## src/rtl/brk_pkg.sv

```systemverilog
// Package: shared types and register indices of the break match channel.
// Assumes a register index port of 3 bits.
package brk_pkg;
    typedef struct packed {
        logic [1:0] bus;    // bus select, 00 = operand bus
        logic [1:0] ctype;  // cycle-type select
        logic [1:0] rw;     // direction select
        logic       en;     // channel enable
    } ctrl_t;

    localparam logic [2:0] IDX_CTRL = 3'd0;
    localparam logic [2:0] IDX_ADDR = 3'd1;
    localparam logic [2:0] IDX_DATA = 3'd2;
    localparam logic [2:0] IDX_MASK = 3'd3;
    localparam logic [2:0] IDX_COND = 3'd4;
    localparam logic [2:0] IDX_STAT = 3'd5;

    localparam logic [1:0] CT_FETCH = 2'b01;
    localparam logic [1:0] CT_OPER  = 2'b10;
    localparam logic [1:0] RW_READ  = 2'b01;
    localparam logic [1:0] RW_WRITE = 2'b10;
    localparam logic [1:0] SZ_QUAD  = 2'b11;
endpackage

```

## src/rtl/brk_regs.sv

```systemverilog
// Register file: holds the control word, match address, match data, data mask,
// data-condition word and the sticky match flag. Reads are combinational.
// Assumes AW and DW do not exceed RW.
module brk_regs
    import brk_pkg::*;
#(
    parameter int AW = 32,
    parameter int DW = 32,
    parameter int RW = 32
) (
    input  logic          clk,
    input  logic          rst_n,
    input  logic          reg_wr,
    input  logic [2:0]    reg_addr,
    input  logic [RW-1:0] reg_wdata,
    output logic [RW-1:0] reg_rdata,
    input  logic          set_hit,
    output ctrl_t         ctrl_q,
    output logic [AW-1:0] maddr_q,
    output logic [DW-1:0] mdata_q,
    output logic [DW-1:0] mmask_q,
    output logic          den_q,
    output logic [1:0]    dsize_q,
    output logic          hit_q
);
    logic clr_hit;

    // Decode a clearing write to the status register.
    assign clr_hit = reg_wr && (reg_addr == IDX_STAT) && !reg_wdata[0];

    // Configuration register writes.
    always_ff @(posedge clk) begin
        if (!rst_n) begin
            ctrl_q  <= '0;
            maddr_q <= '0;
            mdata_q <= '0;
            mmask_q <= '0;
            den_q   <= 1'b0;
            dsize_q <= 2'b00;
        end else if (reg_wr) begin
            case (reg_addr)
                IDX_CTRL: ctrl_q  <= '{bus: reg_wdata[7:6], ctype: reg_wdata[5:4],
                                       rw: reg_wdata[2:1], en: reg_wdata[0]};
                IDX_ADDR: maddr_q <= reg_wdata[AW-1:0];
                IDX_DATA: mdata_q <= reg_wdata[DW-1:0];
                IDX_MASK: mmask_q <= reg_wdata[DW-1:0];
                IDX_COND: begin
                    den_q   <= reg_wdata[0];
                    dsize_q <= reg_wdata[2:1];
                end
                default: ;
            endcase
        end
    end

    // Sticky flag: a new match wins over a clear in the same cycle.
    always_ff @(posedge clk) begin
        if (!rst_n)       hit_q <= 1'b0;
        else if (set_hit) hit_q <= 1'b1;
        else if (clr_hit) hit_q <= 1'b0;
    end

    // Read multiplexer; reserved bits read as zero.
    always_comb begin
        reg_rdata = '0;
        case (reg_addr)
            IDX_CTRL: reg_rdata[7:0] = {ctrl_q.bus, ctrl_q.ctype, 1'b0, ctrl_q.rw, ctrl_q.en};
            IDX_ADDR: reg_rdata[AW-1:0] = maddr_q;
            IDX_DATA: reg_rdata[DW-1:0] = mdata_q;
            IDX_MASK: reg_rdata[DW-1:0] = mmask_q;
            IDX_COND: reg_rdata[2:0] = {dsize_q, den_q};
            IDX_STAT: reg_rdata[0] = hit_q;
            default: ;
        endcase
    end
endmodule

```

## src/rtl/brk_qual.sv

```systemverilog
// Cycle qualifier: decides whether a cycle's type, direction and bus satisfy
// the control word. Direction and bus apply only under operand-only selection.
module brk_qual
    import brk_pkg::*;
(
    input  ctrl_t ctrl,
    input  logic  obs_fetch,
    input  logic  obs_write,
    output logic  qual_ok
);
    logic rw_ok;

    // Direction decode; 00 and 11 accept both directions.
    always_comb begin
        case (ctrl.rw)
            RW_READ:  rw_ok = !obs_write;
            RW_WRITE: rw_ok = obs_write;
            default:  rw_ok = 1'b1;
        endcase
    end

    // Cycle-type decode, with bus and direction gated by operand-only selection.
    always_comb begin
        case (ctrl.ctype)
            CT_FETCH: qual_ok = obs_fetch;
            CT_OPER:  qual_ok = !obs_fetch && (ctrl.bus == 2'b00) && rw_ok;
            default:  qual_ok = 1'b1;
        endcase
    end
endmodule

```

## src/rtl/brk_cmp.sv

```systemverilog
// Address and data comparator: exact address match, operand size check and a
// masked data compare applied to each half of the data bus. A quadword cycle
// matches on either half; other cycles use the low half only.
module brk_cmp
    import brk_pkg::*;
#(
    parameter int AW = 32,
    parameter int DW = 32
) (
    input  logic [AW-1:0]   maddr,
    input  logic [DW-1:0]   mdata,
    input  logic [DW-1:0]   mmask,
    input  logic            den,
    input  logic [1:0]      dsize,
    input  logic [AW-1:0]   obs_addr,
    input  logic [2*DW-1:0] obs_data,
    input  logic [1:0]      obs_size,
    input  logic            obs_quad,
    output logic            cmp_ok
);
    localparam int NHALF = 2;

    logic [NHALF-1:0] half_hit;
    logic             size_ok;
    logic             data_ok;

    // One masked comparator per data half.
    for (genvar h = 0; h < NHALF; h++) begin : g_half
        assign half_hit[h] = (((obs_data[h*DW +: DW] ^ mdata) & ~mmask) == '0);
    end

    // Size and data condition combination.
    always_comb begin
        if (obs_quad) size_ok = (dsize == SZ_QUAD);
        else          size_ok = (obs_size == dsize) && (obs_size != SZ_QUAD);
        data_ok = obs_quad ? (|half_hit) : half_hit[0];
        cmp_ok  = (obs_addr == maddr) && (!den || (size_ok && data_ok));
    end
endmodule

```

## src/rtl/brk_match_chan.sv

```systemverilog
// Top of the break match channel: registers, qualifier and comparator, plus
// the registered break request. Synchronous active-low reset.
module brk_match_chan
    import brk_pkg::*;
#(
    parameter int AW = 32,
    parameter int DW = 32,
    localparam int RW = (AW > DW) ? AW : DW
) (
    input  logic            clk,
    input  logic            rst_n,
    input  logic            reg_wr,
    input  logic [2:0]      reg_addr,
    input  logic [RW-1:0]   reg_wdata,
    output logic [RW-1:0]   reg_rdata,
    input  logic            obs_valid,
    input  logic            obs_fetch,
    input  logic            obs_write,
    input  logic [AW-1:0]   obs_addr,
    input  logic [2*DW-1:0] obs_data,
    input  logic [1:0]      obs_size,
    input  logic            obs_quad,
    output logic            brk_req,
    output logic            hit_flag
);
    ctrl_t         ctrl_q;
    logic [AW-1:0] maddr_q;
    logic [DW-1:0] mdata_q;
    logic [DW-1:0] mmask_q;
    logic          den_q;
    logic [1:0]    dsize_q;
    logic          qual_ok;
    logic          cmp_ok;
    logic          match;

    brk_regs #(.AW(AW), .DW(DW), .RW(RW)) u_regs (
        .clk(clk), .rst_n(rst_n), .reg_wr(reg_wr), .reg_addr(reg_addr),
        .reg_wdata(reg_wdata), .reg_rdata(reg_rdata), .set_hit(match),
        .ctrl_q(ctrl_q), .maddr_q(maddr_q), .mdata_q(mdata_q), .mmask_q(mmask_q),
        .den_q(den_q), .dsize_q(dsize_q), .hit_q(hit_flag)
    );

    brk_qual u_qual (
        .ctrl(ctrl_q), .obs_fetch(obs_fetch), .obs_write(obs_write), .qual_ok(qual_ok)
    );

    brk_cmp #(.AW(AW), .DW(DW)) u_cmp (
        .maddr(maddr_q), .mdata(mdata_q), .mmask(mmask_q), .den(den_q), .dsize(dsize_q),
        .obs_addr(obs_addr), .obs_data(obs_data), .obs_size(obs_size),
        .obs_quad(obs_quad), .cmp_ok(cmp_ok)
    );

    // A match needs a valid cycle, an enabled channel and both condition groups.
    assign match = obs_valid && ctrl_q.en && qual_ok && cmp_ok;

    // Register the break request one clock after the matching cycle.
    always_ff @(posedge clk) begin
        if (!rst_n) brk_req <= 1'b0;
        else        brk_req <= match;
    end
endmodule

```

## config.mk

```make
export PLATFORM = sky130hd
export DESIGN_NAME = brk_match_chan
export DESIGN_NICKNAME = d
export VERILOG_FILES = /design/src/rtl/brk_pkg.sv /design/src/rtl/brk_regs.sv /design/src/rtl/brk_qual.sv /design/src/rtl/brk_cmp.sv /design/src/rtl/brk_match_chan.sv
export SDC_FILE = /design/constraint.sdc
export NUM_CORES = 1
export LEC_CHECK = 0
export BUFFER_PORTS_ARGS = -buffer_cell sky130_fd_sc_hd__buf_2
export CAP_MARGIN = 20
export CORE_UTILIZATION = 45
export DETAILED_ROUTE_END_ITERATION = 6
export GPL_ROUTABILITY_DRIVEN = 0
export HOLD_SLACK_MARGIN = 0.12
export PLACE_DENSITY = 0.7
export REMOVE_ABC_BUFFERS = 1
export SLEW_MARGIN = 20
export SYNTH_ARGS = -nofsm -noshare
export SYNTH_HDL_FRONTEND = slang
export SYNTH_SLANG_ARGS = --single-unit
export TNS_END_PERCENT = 100
```

## constraint.sdc

```tcl
create_clock -name clk -period 4.8 [get_ports clk]
set_clock_uncertainty 0.2 [all_clocks]
set_input_delay 0.96 -clock clk [delete_from_list [all_inputs] [get_ports clk]]
set_output_delay 0.96 -clock clk [all_outputs]
set_load 0.01 [all_outputs]
```

**After elaboration in Yosys (flattened, before gate mapping)**

Index checks and enable logic that the tools add are counted.

- Word-level logic and storage cells: 65
- Flip-flop bits (word level): 108
- Output and inout bits: 34

- Bitwise operators: 5
- Eq/ne operators: 13
- Mux-type cells: 10
- Reduce and logical (&&, ||, !) cells: 26

Operator list:

| kind | number |
|---|---|
| $pmux 24 s3 | 1 |
| $and 32x32->32 | 2 |
| $logic_not 32->1 | 2 |
| $xor 32x32->32 | 2 |
| $eq 32x32->1 | 1 |
| $not 32->32 | 1 |
| $pmux 5 s4 | 1 |
| $logic_and 1x1->1 | 10 |
| $pmux 2 s5 | 1 |
| $reduce_and 2->1 | 5 |
| $eq 2x2->1 const B | 3 |
| $eq 3x2->1 const B | 2 |
| $eq 3x3->1 const B | 2 |
| $pmux 1 s6 | 1 |
| $eq 2x1->1 const B | 2 |
| $logic_not 1->1 | 4 |
| $mux 1 | 4 |
| $pmux 1 s2 | 2 |
| $eq 3x1->1 const B | 1 |
| $logic_not 3->1 | 1 |
| $eq 2x2->1 | 1 |
| $logic_not 2->1 | 1 |
| $ne 2x2->1 const B | 1 |
| $reduce_bool 2->1 | 1 |
| other kinds (2) | 2 |

**Depth between registers and ports, before layout**

- Depth after elaboration: 10
- Depth in mapped cells: 7
- Gate-level depth less buffers: 7

**Hierarchy**

From an unflattened synthesis, not the netlist that was laid out.

- Cell total of the unflattened synthesis: 723
- Area, all modules: 6,537.5 µm²

Modules (own cells, without submodules):

| module | cells each | area an instance (µm²) | instances |
|---|---|---|---|
| brk_regs | 548 | 5,165.0 | 1 |
| brk_cmp | 159 | 1,232.4 | 1 |
| brk_qual | 13 | 102.6 | 1 |
| brk_match_chan | 3 | 37.5 | 1 |

**Least setup slack after synthesis**

No wires, ideal clock.

- Kind: input-to-output
- Start point: in reg_addr[0]
- End point: out reg_rdata[12]
- Arrival: 2.121 ns
- Stages on the path: 6
- Setup slack: 1.519 ns
- Required time: 3.640 ns
- Cell sequence: buf_2 -> nor2b_1 -> clkbuf_1 -> buf_1 -> a21oi_1 -> nor2_1

- Cells in the longest elaborated chain, start to end: 2
- Elaborated cells on any way between the ends: 4
- Those cells by class: 3 x eq/ne; 1 x mux

Ends and longest elaborated chain:

| element | RTL line | RTL |
|---|---|---|
| from (decl) | brk_match_chan.sv:13 | `input logic [2:0] reg_addr,` |
| $eq 3x2->1 / $eq 3x1->1 (equally long branches) | brk_regs.sv:66 | `case (reg_addr)` |
| $pmux 24 s3 (*) | brk_regs.sv:66 |  |
| to (decl) | brk_match_chan.sv:15 | `output logic [RW-1:0] reg_rdata,` |

Mark *: on every way between the ends. The rest lies on a longest branch, timed or not.

**Worst setup path in the final report**

- Start point: in reg_addr[0]
- End point: out reg_rdata[4]

- Cells in the longest elaborated chain, start to end: 2
- Elaborated cells on any way between the ends: 5
- Those cells by class: 3 x eq/ne; 1 x mux; 1 x reduce/logical

Ends and longest elaborated chain:

| element | RTL line |
|---|---|
| $eq 3x2->1 (tied with other cells) | brk_regs.sv:66 |
| $pmux 5 s4 (*) | brk_regs.sv:66 |

Marked as above.

==> reports/summary.json <==
{
  "timing_hold_violations_final": 0,
  "critPathRequiredTime_ns": 3.64,
  "grt_overflow": 0,
  "boundaryPins": 174,
  "cts-buffers-inserted": 9,
  "clk_transition_reported_paths_ns": 0.07,
  "port_buffer_count": 173,
  "status": "finished, final reports clean",
  "drt_drc_violations_left": 0,
  "synth_cell_types": 37,
  "postLayoutSetupSlackWorst_ns": 1.25,
  "setup.worst_path.class": "primary input to primary output",
  "post_route_cells_drive_above_1_share": 0.231,
  "dpl.hpwl_um": 15100,
  "cts-hold-fix-buffers": 0,
  "transition_time_at_the_pin_with_the_least_slew_margin_ns": 0.904,
  "yosysWarningCount": 0,
  "routed_via_density": 5.40,
  "final.hold.worst_slack_ns": 0.300,
  "postSynthRegisterBits": 108,
  "setup_viol": 0,
  "power.static_leakage_nw": 2.82,
  "placement.setup.worst_slack_ns": 1.24,
  "clock_tree.root_cell": "sky130_fd_sc_hd__clkbuf_16",
  "grt_antenna_before_repair": 1,
  "fmaxAchievable_ghz": 0.282,
  "drv_cap": 0,
  "arrival_ns": 2.39,
  "final_antenna_net_count": 0,
  "clk_path_buf_depth": 2,
  "tritoncts_clock_tree": "yes",
  "all_layer_global_routing_usage": 0.289,
  "end_kind": "primary output",
  "grt_pass1_vias": 5690,
  "ys_top_cells_by_area": "sky130_fd_sc_hd__dfxtp_1 35%, sky130_fd_sc_hd__xnor2_1 13%, sky130_fd_sc_hd__nand2_1 12%",
  "die_width_um": 119,
  "detail_route.first_pass.iterations": 5,
  "min_period_over_period": 0.739,
  "netlist.area_leader.share": 0.349,
  "cts.repair_timing.setup_buffer_count": 0,
  "routedWlPerCell_um": 18.1,
  "leading_cell_types_in_the_layout_fill_and_taps_excluded": "197 x sky130_fd_sc_hd__nand2_1, 173 x sky130_fd_sc_hd__buf_2, 108 x sky130_fd_sc_hd__dfxtp_1",
  "wire_length_of_the_first_global_routing_pass_um": 31200,
  "p_per_area_nw_per_um2": 265,
  "floorplan.rows": 42,
  "area_growth_pct": 22.2,
  "vdd_drop_max_mv": 0.170,
  "fin_util": 0.567,
  "mappedNetlistArea_sq_um": 6190,
  "maxSlewHeadroom": 0.389,
  "clkLatencyLatePin_ns": 0.35,
  "initial_drc_count": 376,
  "htreeDepth": 3,
  "synthesis.area_per_instance_sq_um": 7.94,
  "initial_core_utilization": 0.464,
  "design.core.area_sq_um": 13300,
  "layout_commonest_cell": "sky130_fd_sc_hd__nand2_1",
  "postSynthCellCount": 780,
  "hold_path.class": "register to register",
  "clock_net_sink_count": 108,
  "grt_setup_unrepaired": "false",
  "synth.yosys.seq_area_share": 0.349,
  "timing.critical_path.fanout_max": 19,
  "multi_input_area_sq_um": 3830,
  "post-synth-top-area-cell": "sky130_fd_sc_hd__dfxtp_1",
  "chipHeight_um": 119,
  "final-max-slew-violation-count": 0,
  "setup_tns_ns": 0,
  "regArea_sq_um": 2160,
  "min_clock_period_post_route_ns": 3.55,
  "grt_max_degree": 59,
  "route.vias.total": 6023,
  "crit_path_start_kind": "primary input",
  "floorplan.die_area_sq_um": 14200,
  "postCtsResizedCells": 0,
  "final_net_count": 1078,
  "drt_wl_total_um": 20100,
  "filler_cell_count": 1328
}
## per-layer routing
metal	GRT usage	wire, um	up-vias
met3	0.0455	1540	30
met4	0.103	500	0
li1	-	-	2939
met1	0.396	8940	2809
met2	0.457	9170	245
met5	0	0	-
## power breakdown
part / leakage (nW) / total (mW) / internal (mW) / switching, mW
clock: 0.152 / 0.781 / 0.434 / 0.347
sequential: 0.874 / 0.937 / 0.914 / 0.0228
combinational: 1.79 / 0.289 / 0.135 / 0.154
total: 2.82 / 2.01 / 1.48 / 0.523
## kinds of logic (layout without fill, tap and decap cells)
logic type	count (synthesis)	in the layout	share of synthesized area
compound gates	169	169	0.186
buf+inv	54	213	0.0338
flops	108	108	0.349
mux	45	45	0.0812
other cells	0	1	0
simple gates	303	303	0.205
xor+xnor	97	97	0.137
fa+ha+maj	4	4	0.00808
## final timing paths
check / from / endpoint / slack [ns] / cells past startpoint
worst max-delay path: reg_addr[0] / reg_rdata[4] / 1.25 / 5
worst min register to register: u_regs.maddr_q[21]$_SDFFE_PN0P_ / u_regs.maddr_q[21]$_SDFFE_PN0P_ / 0.30 / 2
worst max register to register: u_regs.mdata_q[6]$_SDFFE_PN0P_ / u_regs.hit_q$_SDFFE_PN0P_ / 2.31 / 6
worst min-delay path: u_regs.maddr_q[21]$_SDFFE_PN0P_ / u_regs.maddr_q[21]$_SDFFE_PN0P_ / 0.30 / 2
## Yosys cell counts
library cell,count
sky130_fd_sc_hd__nor4_1,8
sky130_fd_sc_hd__buf_1,2
sky130_fd_sc_hd__o21ai_0,3
sky130_fd_sc_hd__o31ai_1,1
sky130_fd_sc_hd__mux4_2,4
sky130_fd_sc_hd__o22ai_1,34
sky130_fd_sc_hd__a21oi_1,27
sky130_fd_sc_hd__nand2b_1,1
sky130_fd_sc_hd__dfxtp_1,108
sky130_fd_sc_hd__xor2_1,4
sky130_fd_sc_hd__and2_1,2
sky130_fd_sc_hd__a31oi_1,2
sky130_fd_sc_hd__or3_1,1
sky130_fd_sc_hd__o211ai_1,1
sky130_fd_sc_hd__ha_1,4
sky130_fd_sc_hd__nor2b_1,16
sky130_fd_sc_hd__nand3_1,3
sky130_fd_sc_hd__a22oi_1,1
sky130_fd_sc_hd__nand2_1,197
sky130_fd_sc_hd__nor4bb_1,1
sky130_fd_sc_hd__o41ai_1,2
sky130_fd_sc_hd__nand4_1,10
sky130_fd_sc_hd__nor3_2,1
sky130_fd_sc_hd__and3_1,1
sky130_fd_sc_hd__xnor2_1,93
sky130_fd_sc_hd__buf_2,5
sky130_fd_sc_hd__nor3_1,3
sky130_fd_sc_hd__or4_1,1
sky130_fd_sc_hd__inv_1,5
sky130_fd_sc_hd__nor4b_1,2
sky130_fd_sc_hd__o21ai_1,1
sky130_fd_sc_hd__mux2i_1,39
sky130_fd_sc_hd__clkbuf_1,42
sky130_fd_sc_hd__mux2_2,2
sky130_fd_sc_hd__a21boi_1,1
sky130_fd_sc_hd__a21boi_0,96
sky130_fd_sc_hd__nor2_1,56
## stage by stage
stage / instance area, sq um / std cells / power (mW)
4_1_cts: 7560 / 1115 / 2.01
3_5_place_dp: 7250 / 1099 / 1.24
3_3_place_gp: 7250 / 1099 / 1.24
2_1_floorplan: 6000 / 731 / 1.08
6_report: 7560 / 1116 / 2.01
5_1_grt: 7560 / 1116 / 2.07
## critical path: stages
cell	delay [ns]
sky130_fd_sc_hd__buf_2	0.25
sky130_fd_sc_hd__buf_4	0.36
sky130_fd_sc_hd__mux4_2	0.53
sky130_fd_sc_hd__nor2b_1	0.14
sky130_fd_sc_hd__buf_2	0.15
## layout make-up
cell class,count,share of cell area
tap,176,0.0291
antenna,1,0.000331
clock buffer,11,0.0334
inverter,5,0.00248
sequential,108,0.286
multi-input combinational,618,0.506
timing repair buffer,192,0.135
clock inverter,5,0.00794
## state kept, by name, summed over array words and instances, names as in the netlist
| register | count |
|---|---|
| u_regs.maddr_q | 32 |
| u_regs.mdata_q | 32 |
| u_regs.mmask_q | 32 |
| u_regs.ctrl_q | 7 |
| u_regs.dsize_q | 2 |
| brk_req | 1 |
| u_regs.den_q | 1 |
| u_regs.hit_q | 1 |
(Power assumes the default switching activity.)
